File: src/rtl/dma_walk_pkg.sv
package dma_walk_pkg;
  localparam int unsigned DW      = 32;
  localparam int unsigned EXT_W   = 4;
  localparam int unsigned AW      = DW + EXT_W;
  localparam int unsigned ALIGN_W = EXT_W + 1;   // ext bits + one flag
  localparam int unsigned LEN_W   = DW - 1;
  localparam int unsigned IDX_W   = 2;

  localparam logic [IDX_W-1:0] LIST_LAST = IDX_W'(1);
  localparam logic [IDX_W-1:0] LINK_LAST = IDX_W'(3);
  localparam logic [IDX_W-1:0] W_SRC = 2'd0, W_DST = 2'd1, W_CNT = 2'd2, W_NXT = 2'd3;

  typedef enum logic [2:0] {
    ST_IDLE, ST_FETCH_LIST, ST_FETCH_LINK, ST_XFER, ST_ADVANCE, ST_DONE
  } walk_state_e;

  typedef struct packed {
    logic [AW-1:0]    src;
    logic [AW-1:0]    dst;
    logic [LEN_W-1:0] len;
    logic             ie;
    logic [AW-1:0]    nxt;
    logic             eol;
  } link_desc_t;

  function automatic logic [AW-1:0] ptr_decode(input logic [DW-1:0] w);
    return {w[EXT_W:1], w[DW-1:ALIGN_W], {ALIGN_W{1'b0}}};
  endfunction
endpackage

File: src/rtl/dma_desc_reader.sv
module dma_desc_reader
  import dma_walk_pkg::*;
(
  input  logic             clk_i,
  input  logic             rst_ni,
  input  logic             active_i,
  input  logic [AW-1:0]    base_i,
  input  logic [IDX_W-1:0] last_idx_i,
  output logic             mem_req_o,
  output logic [AW-1:0]    mem_addr_o,
  input  logic             mem_valid_i,
  input  logic             mem_err_i,
  output logic             word_stb_o,
  output logic [IDX_W-1:0] word_idx_o,
  output logic             word_last_o,
  output logic             rd_err_o
);
  logic [IDX_W-1:0] idx_q;

  assign mem_req_o   = active_i;
  assign mem_addr_o  = base_i + AW'({idx_q, 2'b00});
  assign word_stb_o  = active_i & mem_valid_i & ~mem_err_i;
  assign rd_err_o    = active_i & mem_valid_i & mem_err_i;
  assign word_idx_o  = idx_q;
  assign word_last_o = word_stb_o && (idx_q == last_idx_i);

  always_ff @(posedge clk_i or negedge rst_ni) begin
    if (!rst_ni)                                  idx_q <= '0;
    else if (!active_i || rd_err_o || word_last_o) idx_q <= '0;
    else if (word_stb_o)                          idx_q <= idx_q + 1'b1;
  end

  p_addr_hold_r12: assert property (@(posedge clk_i) disable iff (!rst_ni)
    (mem_req_o && !mem_valid_i) |=> (mem_req_o && $stable(mem_addr_o)))
    else $error("request address moved while waiting");
endmodule

File: src/rtl/dma_link_regs.sv
module dma_link_regs
  import dma_walk_pkg::*;
(
  input  logic             clk_i,
  input  logic             rst_ni,
  input  logic             load_dir_i,
  input  logic [AW-1:0]    dir_src_i,
  input  logic [AW-1:0]    dir_dst_i,
  input  logic [LEN_W-1:0] dir_len_i,
  input  logic             stb_i,
  input  logic [IDX_W-1:0] idx_i,
  input  logic [DW-1:0]    word_i,
  output link_desc_t       link_o
);
  link_desc_t link_q;

  always_ff @(posedge clk_i or negedge rst_ni) begin
    if (!rst_ni) begin
      link_q <= '0;
    end else if (load_dir_i) begin
      // eol left clear: direct mode must finish regardless of it
      link_q <= '{src: dir_src_i, dst: dir_dst_i, len: dir_len_i,
                  ie: 1'b0, nxt: '0, eol: 1'b0};
    end else if (stb_i) begin
      unique case (idx_i)
        W_SRC: link_q.src <= AW'(word_i);
        W_DST: link_q.dst <= AW'(word_i);
        W_CNT: {link_q.ie, link_q.len} <= word_i;
        default: begin
          link_q.nxt <= ptr_decode(word_i);
          link_q.eol <= word_i[0];
        end
      endcase
    end
  end

  assign link_o = link_q;
endmodule

File: src/rtl/dma_chain_walker.sv
module dma_chain_walker
  import dma_walk_pkg::*;
(
  input  logic             clk_i,
  input  logic             rst_ni,
  input  logic             start_i,
  input  logic             chain_mode_i,
  input  logic [DW-1:0]    list_base_i,
  input  logic [EXT_W-1:0] list_ext_i,
  input  logic [AW-1:0]    dir_src_i,
  input  logic [AW-1:0]    dir_dst_i,
  input  logic [LEN_W-1:0] dir_len_i,
  input  logic             clr_status_i,
  output logic             mem_req_o,
  output logic [AW-1:0]    mem_addr_o,
  input  logic             mem_valid_i,
  input  logic             mem_err_i,
  input  logic [DW-1:0]    mem_rdata_i,
  output logic             xfer_start_o,
  output logic [AW-1:0]    xfer_src_o,
  output logic [AW-1:0]    xfer_dst_o,
  output logic [LEN_W-1:0] xfer_len_o,
  input  logic             xfer_done_i,
  output logic             seg_irq_o,
  output logic             busy_o,
  output logic             done_o,
  output logic             err_o,
  output logic [AW-1:0]    cur_list_o
);
  walk_state_e      state_q;
  logic             chain_q, issued_q, eolsd_q, done_q, err_q;
  logic [AW-1:0]    cur_list_q, nxt_list_q, cur_link_q;
  logic             rd_active, word_stb, word_last, rd_err, load_dir;
  logic [IDX_W-1:0] word_idx;
  link_desc_t       link;

  assign rd_active = (state_q == ST_FETCH_LIST) || (state_q == ST_FETCH_LINK);
  assign load_dir  = (state_q == ST_IDLE) && start_i && !chain_mode_i;

  dma_desc_reader i_reader (
    .clk_i, .rst_ni,
    .active_i   (rd_active),
    .base_i     ((state_q == ST_FETCH_LIST) ? cur_list_q : cur_link_q),
    .last_idx_i ((state_q == ST_FETCH_LIST) ? LIST_LAST : LINK_LAST),
    .mem_req_o, .mem_addr_o, .mem_valid_i, .mem_err_i,
    .word_stb_o (word_stb),
    .word_idx_o (word_idx),
    .word_last_o(word_last),
    .rd_err_o   (rd_err)
  );

  dma_link_regs i_link (
    .clk_i, .rst_ni,
    .load_dir_i (load_dir),
    .dir_src_i, .dir_dst_i, .dir_len_i,
    .stb_i      (word_stb && state_q == ST_FETCH_LINK),
    .idx_i      (word_idx),
    .word_i     (mem_rdata_i),
    .link_o     (link)
  );

  always_ff @(posedge clk_i or negedge rst_ni) begin
    if (!rst_ni) begin
      state_q    <= ST_IDLE;
      chain_q    <= 1'b0;
      issued_q   <= 1'b0;
      eolsd_q    <= 1'b0;
      done_q     <= 1'b0;
      err_q      <= 1'b0;
      cur_list_q <= '0;
      nxt_list_q <= '0;
      cur_link_q <= '0;
    end else begin
      issued_q <= (state_q == ST_XFER) && !xfer_done_i;
      if (clr_status_i) begin
        done_q <= 1'b0;
        err_q  <= 1'b0;
      end
      unique case (state_q)
        ST_IDLE: if (start_i) begin
          chain_q <= chain_mode_i;
          if (chain_mode_i) begin
            cur_list_q <= {list_ext_i, list_base_i};
            state_q    <= ST_FETCH_LIST;
          end else begin
            state_q    <= ST_XFER;
          end
        end
        ST_FETCH_LIST: begin
          if (word_stb && word_idx == '0) cur_link_q <= ptr_decode(mem_rdata_i);
          if (word_stb && word_idx == LIST_LAST) begin
            nxt_list_q <= ptr_decode(mem_rdata_i);
            eolsd_q    <= mem_rdata_i[0];
          end
          if (rd_err) begin
            err_q   <= 1'b1;
            state_q <= ST_IDLE;
          end else if (word_last) state_q <= ST_FETCH_LINK;
        end
        ST_FETCH_LINK: begin
          if (rd_err) begin
            err_q   <= 1'b1;
            state_q <= ST_IDLE;
          end else if (word_last) state_q <= ST_XFER;
        end
        ST_XFER: if (xfer_done_i) state_q <= ST_ADVANCE;
        ST_ADVANCE: begin
          if (!chain_q) begin
            state_q <= ST_DONE;
          end else if (!link.eol) begin
            cur_link_q <= link.nxt;
            state_q    <= ST_FETCH_LINK;
          end else begin
            cur_list_q <= nxt_list_q;
            state_q    <= eolsd_q ? ST_DONE : ST_FETCH_LIST;
          end
        end
        ST_DONE: begin
          done_q  <= 1'b1;
          state_q <= ST_IDLE;
        end
        default: state_q <= ST_IDLE;
      endcase
    end
  end

  assign xfer_start_o = (state_q == ST_XFER) && !issued_q;
  assign xfer_src_o   = link.src;
  assign xfer_dst_o   = link.dst;
  assign xfer_len_o   = link.len;
  assign seg_irq_o    = (state_q == ST_ADVANCE) && chain_q && link.ie;
  assign busy_o       = (state_q != ST_IDLE);
  assign done_o       = done_q;
  assign err_o        = err_q;
  assign cur_list_o   = cur_list_q;

  p_start_pulse_r3: assert property (@(posedge clk_i) disable iff (!rst_ni)
    xfer_start_o |=> !xfer_start_o) else $error("start pulse too long");
  p_irq_after_done_r7: assert property (@(posedge clk_i) disable iff (!rst_ni)
    seg_irq_o |-> $past(xfer_done_i)) else $error("irq without done");
  p_done_sticky_r6: assert property (@(posedge clk_i) disable iff (!rst_ni)
    (done_o && !clr_status_i) |=> done_o) else $error("done dropped");
  p_err_abort_r11: assert property (@(posedge clk_i) disable iff (!rst_ni)
    (mem_req_o && mem_valid_i && mem_err_i) |=> (!busy_o && err_o))
    else $error("error did not abort");
  p_busy_start_r9: assert property (@(posedge clk_i) disable iff (!rst_ni)
    (state_q == ST_XFER && start_i) |=> $stable(cur_list_q))
    else $error("start taken while busy");
  p_direct_no_read_r8: assert property (@(posedge clk_i) disable iff (!rst_ni)
    (busy_o && !chain_q && state_q != ST_IDLE) |-> !mem_req_o)
    else $error("read issued in direct mode");
endmodule

File: config.mk
export PLATFORM = sky130hd
export DESIGN_NAME = dma_chain_walker
export DESIGN_NICKNAME = d
export VERILOG_FILES = /design/src/rtl/dma_walk_pkg.sv /design/src/rtl/dma_desc_reader.sv /design/src/rtl/dma_link_regs.sv /design/src/rtl/dma_chain_walker.sv
export SDC_FILE = /design/constraint.sdc
export NUM_CORES = 1
export LEC_CHECK = 0
export BUFFER_PORTS_ARGS = -buffer_cell sky130_fd_sc_hd__buf_2
export CAP_MARGIN = 20
export CORE_ASPECT_RATIO = 0.6
export CORE_MARGIN = 1.5
export CORE_UTILIZATION = 42
export DETAILED_ROUTE_END_ITERATION = 10
export GPL_TIMING_DRIVEN = 0
export PLACE_DENSITY = 0.73
export SYNTH_ARGS = -nofsm -noshare
export SYNTH_HDL_FRONTEND = slang
export SYNTH_SLANG_ARGS = --single-unit
File: constraint.sdc
create_clock -name clk_i -period 6.4 [get_ports clk_i]
set_input_delay 1.28 -clock clk_i [delete_from_list [all_inputs] [get_ports clk_i]]
set_output_delay 1.28 -clock clk_i [all_outputs]
set_load 0.02 [all_outputs]
==> results.tsv, run 1 <==
metric	value	unit
status	complete, no violations	
yosys_warnings	0	
tns	0	ns
nets	1856	
firstDrtPassIters	5	
fmax	0.1802	GHz
core	29800	um^2
drtAntennaViolNets	0	
rsz0062_at_grt	false	
routed_wl	43.04	mm
crit_path_end_kind	output port	
fill_cells	2788	
hold_ws	0.4848	ns
synth_top_family_by_area	multiplexers	
track_usage	26.69	%
synthToLayoutAreaGrowth	25.17	%
synth_top_area_share	48.19	%
cts_root_buffer	clkbuf_16	
synth_xor_area_share	2.350	%
total_power	7807	uW
min_path_type	register to register	
worstMarginPinSlew	0.7759	ns
overflow	0	
timing.slew.headroom	48.27	%
ys_seq_area_share	48.19	%
synth_compound_area_share	10.32	%
die_area	31250	um^2
path_clk_slew	0.07	ns
insertion_delay	0.53	ns
met2_wirelength	19.07	mm
syn_area	12670	um^2
cp_max_fo	10	
grt_pass1_vias	10576	
muxShareOfSynthArea	16.70	%
cts_max_path_buffers	3	
viasPerCell	5.303	
critPathMaxStageDelay	0.44	ns
skew	0.01136	ns
arrival	4.27	ns
grt_start_max_net_pins	92	
placed_area	15040	um^2
postLayoutCellArea	15860	um^2
drt_iter0_drc	885	
wl_met3	3.260	mm
finalSetupViolCount	0	
ys_ff_latch	244	
synth_cell_types	47	
io_pins	360	
hold_violations	0	
cp.required	5.12	ns
crit_chain	buf_4 -> nor3b_4 -> buf_2 -> buf_2 -> and2_1 -> ha_1 -> a21o_1 -> and3_1 -> clkbuf_1 -> nand2_1 -> nor4_1 -> xnor2_1 -> buf_2	
synth_top_cell_by_area	dfrtp_1	
num_vias	11132	
worstSetupPathType	register to output port	
maxCapViolations	0	
wl_per_cell	20.51	um
chipHeight	137.5	um
p_per_area	492.3	nW/um^2
grt_pass1_wl	62.99	mm
synth_adder_area_share	0.7505	%
gp_congestion	0.9376	
path_common_cell	buf_2	
startpoint_type	register	
synth_edf_count	0	
die_w	227.2	um
ctsHoldBuffers	0	
syn_area_per_cell	9.875	um^2
synth_flop_cell	dfrtp_1	
htree_levels	1	
wl_met1	19.72	mm
ctsResizeCount	0	
cts_made_buffers	24	
yosysMostFrequentCell	dfrtp_1	
ir_drop	0.0002989	V
syn_nets	1469	
cts.sinks	244	
syn_inst	1283	
ys_top_cells_by_count	244 x dfrtp_1, 235 x nand2_1, 172 x mux2i_1	
post_cts_buffers	0	
drc	0	
drv_slew	0	
synth_area_leaders	dfrtp_1 48%, mux2i_1 14%, nand2_1 7.0%	
portBuffers	359	
rows	49	
tritoncts	built	
slowest_stage	nor3b_4	
route.top_layer_used	met4	
finalCritPeriodShare	86.70	%
leakage	0.008168	uW
layout_min_cycle_time	5.549	ns
dp_hpwl	32.85	mm
grt_antenna_before_repair	4	
start_util	42.52	%
drive_gt1_share	34.97	%
synth-async-reset-ratio	100.0	%
yosys.area_share.simple	12.48	%
metal layers:
layer / global-route usage, % / vias to the layer above
met5: 0 / -
met4: 6.696 / 0
met3: 5.545 / 53
met2: 40.28 / 479
met1: 38.97 / 5526
li1: - / 5074
logic make-up after synthesis:
family	Yosys count
AO/OA/AOI/OAI	243
XOR/XNOR	34
adder cells (fa/ha/maj)	7
buffers and inverters	189
flip-flops	244
multiplexers	207
AND/OR/NAND/NOR	359
critical path: cells and delay by family, from the launching register on:
kind	cells	cell delay [ns]
AO/OA/AOI/OAI	1	0.19
XOR/XNOR	1	0.16
adder cells (fa/ha/maj)	1	0.18
buffers and inverters	5	1.37
flip-flops	1	0.40
AND/OR/NAND/NOR	5	1.42
power by group:
| part | switching, uW | internal [uW] | total [uW] |
|---|---|---|---|
| clock | 616 | 847 | 1460 |
| combinational | 2170 | 1490 | 3670 |
| sequential | 529 | 2150 | 2680 |
flip-flops by register name, indices dropped and copies added (netlist names):
register	cells
chain_q	1
cur_link_q	31
cur_list_o	36
done_o	1
eolsd_q	1
err_o	1
i_link.link_o	136
i_reader.word_idx_o	2
issued_q	1
nxt_list_q	31
state_q	3
area by class of cell:
cell class,count,area [um^2],share of cell area [%]
Antenna cell,4,10.01,0.06312
Buffer,181,1136,7.164
Clock buffer,38,754.5,4.757
Clock inverter,5,52.55,0.3314
Inverter,8,30.03,0.1893
Multi-Input combinational cell,850,5398,34.04
Sequential cell,244,6106,38.50
Tap cell,408,510.5,3.219
Timing Repair Buffer,361,1862,11.74
metrics by stage:
step / setup slack, ns / utilization (%) / cells
CTS: 0.9322 / 53.19 / 2095
detailed placement: 1.522 / 50.48 / 2052
finish: 0.8513 / 53.23 / 2099
global placement: -0.4835 / 50.26 / 2050
global route: 0.6387 / 53.23 / 2099
floorplan: 2.300 / - / 1283
worst paths after layout:
| path | from | to | slack [ns] | cells past startpoint |
|---|---|---|---|---|
| min in group asynchronous | rst_ni | cur_list_o[8] | 0.70 | 1 |
| worst max-delay path | state_q[0] | mem_addr_o[33] | 0.85 | 13 |
| worst min-delay path | cur_link_q[19] | cur_link_q[19] | 0.48 | 2 |
| max in group asynchronous | rst_ni | i_link.link_o[106] | 4.40 | 3 |
| worst min register to register | cur_link_q[19] | cur_link_q[19] | 0.48 | 2 |
| worst max register to register | state_q[1] | i_link.link_o[136] | 3.67 | 9 |
cells in the final DEF (no fill, tap or decap), drive strengths merged, types with 3 or more instances in the layout:
cell type / instances
a21oi: 70
a22o: 14
a32oi: 3
and2: 8
and3: 9
and4: 6
buf: 510
clkbuf: 70
clkinv: 3
dfrtp: 244
diode: 4
ha: 6
inv: 8
mux2: 35
mux2i: 172
nand2: 235
nand3: 16
nand4: 6
nor2: 49
nor3: 11
nor4: 11
o21ai: 147
xnor2: 23
xor2: 11
Note: power is estimated with default switching activity, not from simulation.
==> run 2, diff against run 1 <==
--- a/config.mk
+++ b/config.mk
@@ -5,14 +5,15 @@
 export SDC_FILE = /design/constraint.sdc
 export NUM_CORES = 1
 export LEC_CHECK = 0
+export ABC_AREA = 1
 export BUFFER_PORTS_ARGS = -buffer_cell sky130_fd_sc_hd__buf_2
 export CAP_MARGIN = 20
 export CORE_ASPECT_RATIO = 0.6
 export CORE_MARGIN = 1.5
-export CORE_UTILIZATION = 42
+export CORE_UTILIZATION = 30
 export DETAILED_ROUTE_END_ITERATION = 10
 export GPL_TIMING_DRIVEN = 0
-export PLACE_DENSITY = 0.73
+export PLACE_DENSITY = 0.57
 export SYNTH_ARGS = -nofsm -noshare
 export SYNTH_HDL_FRONTEND = slang
 export SYNTH_SLANG_ARGS = --single-unit
==> run 2 against run 1 <==
Synthesized area is 0.20% lower. Combinational power is 24% higher. Cell count is 21% higher. Clock skew is 0.0067 ns higher. Critical path type unchanged. Sequential share of layout area is 0.75 points lower. Critical path depth is 2 higher. Highest routed layer is now met5. Global-route usage is 4.2 points lower. Synthesized cell count is 22% higher. Largest cell class unchanged. Flip-flop and latch count stayed put. Via count is 10% higher. Cell area is 2.0% higher. Clock power is 16% higher.
==> results.tsv, run 2 <==
metric	value	unit	change
timing.slew.headroom	39.03	%	-9.2 points
total_power	8846	uW	+13%
post_cts_buffers	0		unchanged
worst-r2r-cell-count	10		+1
switching_power	4028	uW	+21%
tritoncts	built		
drt_iter0_drc	1144		+29%
largest_reg_flops	136		unchanged
fill_cells	4395		+58%
finalSetupViolCount	0		unchanged
yosys.area_share.simple	22.53	%	+10 points
drtAntennaViolNets	0		unchanged
synthToLayoutAreaGrowth	27.92	%	
core	41730	um^2	+40%
die_area	43430	um^2	+39%
cts.sinks	244		unchanged
synth-async-reset-ratio	100.0	%	unchanged
num_vias	12268		+10%
comb_power_share	51.3	%	+4.3 points
wl_per_cell	19.44	um	-5.2%
path_clk_slew	0.06	ns	about the same
maxCapViolations	0		unchanged
crit_path_end_kind	output port		
synth_top_area_share	48.29	%	+0.095 points
routed_wl	49.51	mm	+15%
io_pins	360		unchanged
syn_nets	1752		+19%
cts_root_buffer	clkbuf_16		
viasPerCell	4.817		-9.2%
muxShareOfSynthArea	0.08906	%	-17 points
synth_top_family_by_area	simple AND/OR/NAND/NOR gates		
synth_compound_area_share	14.97	%	+4.7 points
fin_ws	1.445	ns	+0.5938 ns
seqPwrFrac	29.5	%	-4.8 points
startpoint_type	register		
leakage	0.008268	uW	+1.2%
hold_ws	0.4866	ns	+0.001796 ns
start_util	30.30	%	-12 points
synth_cell_types	38		-19%
hold_violations	0		unchanged
cp_max_fo	10		unchanged
ctsResizeCount	0		unchanged
drv_slew	0		unchanged
grt_start_max_net_pins	104		+13%
placed_area	15210	um^2	+1.1%
yosysMostFrequentCell	nand2_1		
yosys_warnings	0		unchanged
switching_share	45.53	%	+3.0 points
fmax	0.2018	GHz	+12%
ys_top_cells_by_count	511 x nand2_1, 244 x dfrtp_1, 115 x nor2_1		
status	complete, no violations		
synth_top_cell_by_area	dfrtp_1		
chipHeight	162.0	um	+18%
cts_max_path_buffers	3		unchanged
htree_levels	1		unchanged
grt_antenna_before_repair	6		+2
ys_seq_area_share	48.29	%	+0.095 points
worstMarginPinSlew	0.9145	ns	+0.1386 ns
syn_area_per_cell	8.074	um^2	-18%
overflow	0		unchanged
ys_ff_latch	244		unchanged
post-place-ws	2.097	ns	+0.5759 ns
finalCritPeriodShare	77.42	%	-9.3 points
dp_hpwl	39.56	mm	+20%
layout_min_cycle_time	4.955	ns	-0.5938 ns
cp.required	5.12	ns	about the same
hold_depth	2		unchanged
postLayoutCellArea	16180	um^2	+2.0%
skew	0.01806	ns	+0.006696 ns
ctsHoldBuffers	0		unchanged
ir_drop	0.0001986	V	-34%
cts_made_buffers	27		+13%
synth_edf_count	0		unchanged
synth_area_leaders	dfrtp_1 48%, nand2_1 15%, buf_4 6.3%		
rsz0062_at_grt	false		
min_path_type	register to register		
firstDrtPassIters	6		+1
final_cell_mix	511 x nand2_1, 387 x buf_2, 244 x dfrtp_1		
synth_adder_area_share	0.7520	%	+0.0015 points
p_int	4818	uW	+7.3%
rows	58		+18%
drive_gt1_share	29.65	%	-5.3 points
portBuffers	358		-0.28%
syn_area	12640	um^2	-0.20%
grt_pass1_vias	11905		+13%
worstSetupPathType	register to output port		
track_usage	22.50	%	-4.2 points
die_w	268.0	um	+18%
synth_xor_area_share	1.178	%	-1.2 points
grt_pass1_wl	73.31	mm	+16%
p_per_area	546.9	nW/um^2	+11%
insertion_delay	0.55	ns	+0.02 ns
syn_inst	1566		+22%
drc	0		unchanged
nets	2141		+15%
arrival	3.67	ns	-0.60 ns
synth_flop_cell	dfrtp_1		
gp_congestion	0.9062		-3.3%
pwr-share-clk	19.2	%	+0.5 points
layout_commonest_cell	nand2_1		
run 2: cell types whose count changed after synthesis, sizes merged, moves of 24 or more:
cell / delta
a21oi: -24
mux2: -34
nand3: +25
nand2: +279
inv: +95
mux2i: -172
o211ai: +96
nor2: +82
a31oi: +29
run 2: layout make-up:
type	instances	area (um^2)	area share, %
Antenna cell	4	10.01	0.06188
Clock inverter	12	175.2	1.083
Clock buffer	35	775.7	4.796
Inverter	103	389.1	2.406
Tap cell	570	713.2	4.409
Sequential cell	244	6106	37.75
Timing Repair Buffer	360	1857	11.48
Multi-Input combinational cell	1038	4997	30.89
Buffer	181	1152	7.124
run 2: cell families after synthesis:
group                      count (synthesis)
adders and majority gates                  7
xor gates and xnor gates                  17
AOI/OAI and AO/OA                        309
and+or+nand+nor                          704
buffers and inverters                    284
DFF                                      244
muxes                                      1
run 2: path summary, 6_finish.rpt:
kind	start	end	slack [ns]
max	state_q[2]	mem_addr_o[25]	1.45
min	i_link.link_o[22]	i_link.link_o[22]	0.49
max reg2reg	state_q[0]	i_link.link_o[86]	3.80
min reg2reg	i_link.link_o[22]	i_link.link_o[22]	0.49
max in group asynchronous	rst_ni	nxt_list_q[17]	4.81
min in group asynchronous	rst_ni	i_link.link_o[114]	0.66
run 2: routing by layer:
layer	vias up	track usage (%)	part of all wire, %	routed length (um)
met5	-	0	0.050	25
met4	4	5.444	2.3	1123
met3	50	4.488	7.2	3577
met2	423	33.17	43	21230
met1	6013	33.47	48	23550
li1	5778	-	-	-
run 2: metrics by stage:
| step | util (%) | setup TNS, ns | cells |
|---|---|---|---|
| after floorplan | - | 0 | 1566 |
| after global placement | 36.31 | -148.71 | 2494 |
| after detailed placement | 36.46 | 0 | 2496 |
| after CTS | 38.74 | 0 | 2543 |
| after global routing | 38.75 | 0 | 2544 |
| final | 38.76 | 0 | 2547 |
run 2: power by group through the flow:
stage	Combinational [uW]	Clock, uW	Sequential, uW
2_1_floorplan	2900	0	2640
5_1_grt	4970	1790	2690
6_report	4540	1700	2610
4_1_cts	4520	1740	2600
3_5_place_dp	4510	0	2620
3_3_place_gp	4460	0	2610
run 2: worst max-delay path: stages (launching register included):
cell and delay [ns]:
dfrtp_1 0.44, inv_4 0.10, nand3_4 0.19, buf_4 0.25, buf_2 0.28, nor2_1 0.12
ha_1 0.29, a21oi_1 0.09, nor2_4 0.19, nand3_1 0.11, nor2_2 0.24, nand2_1 0.14
nor2_1 0.29, nand3b_1 0.12, nand2_1 0.09, buf_2 0.16
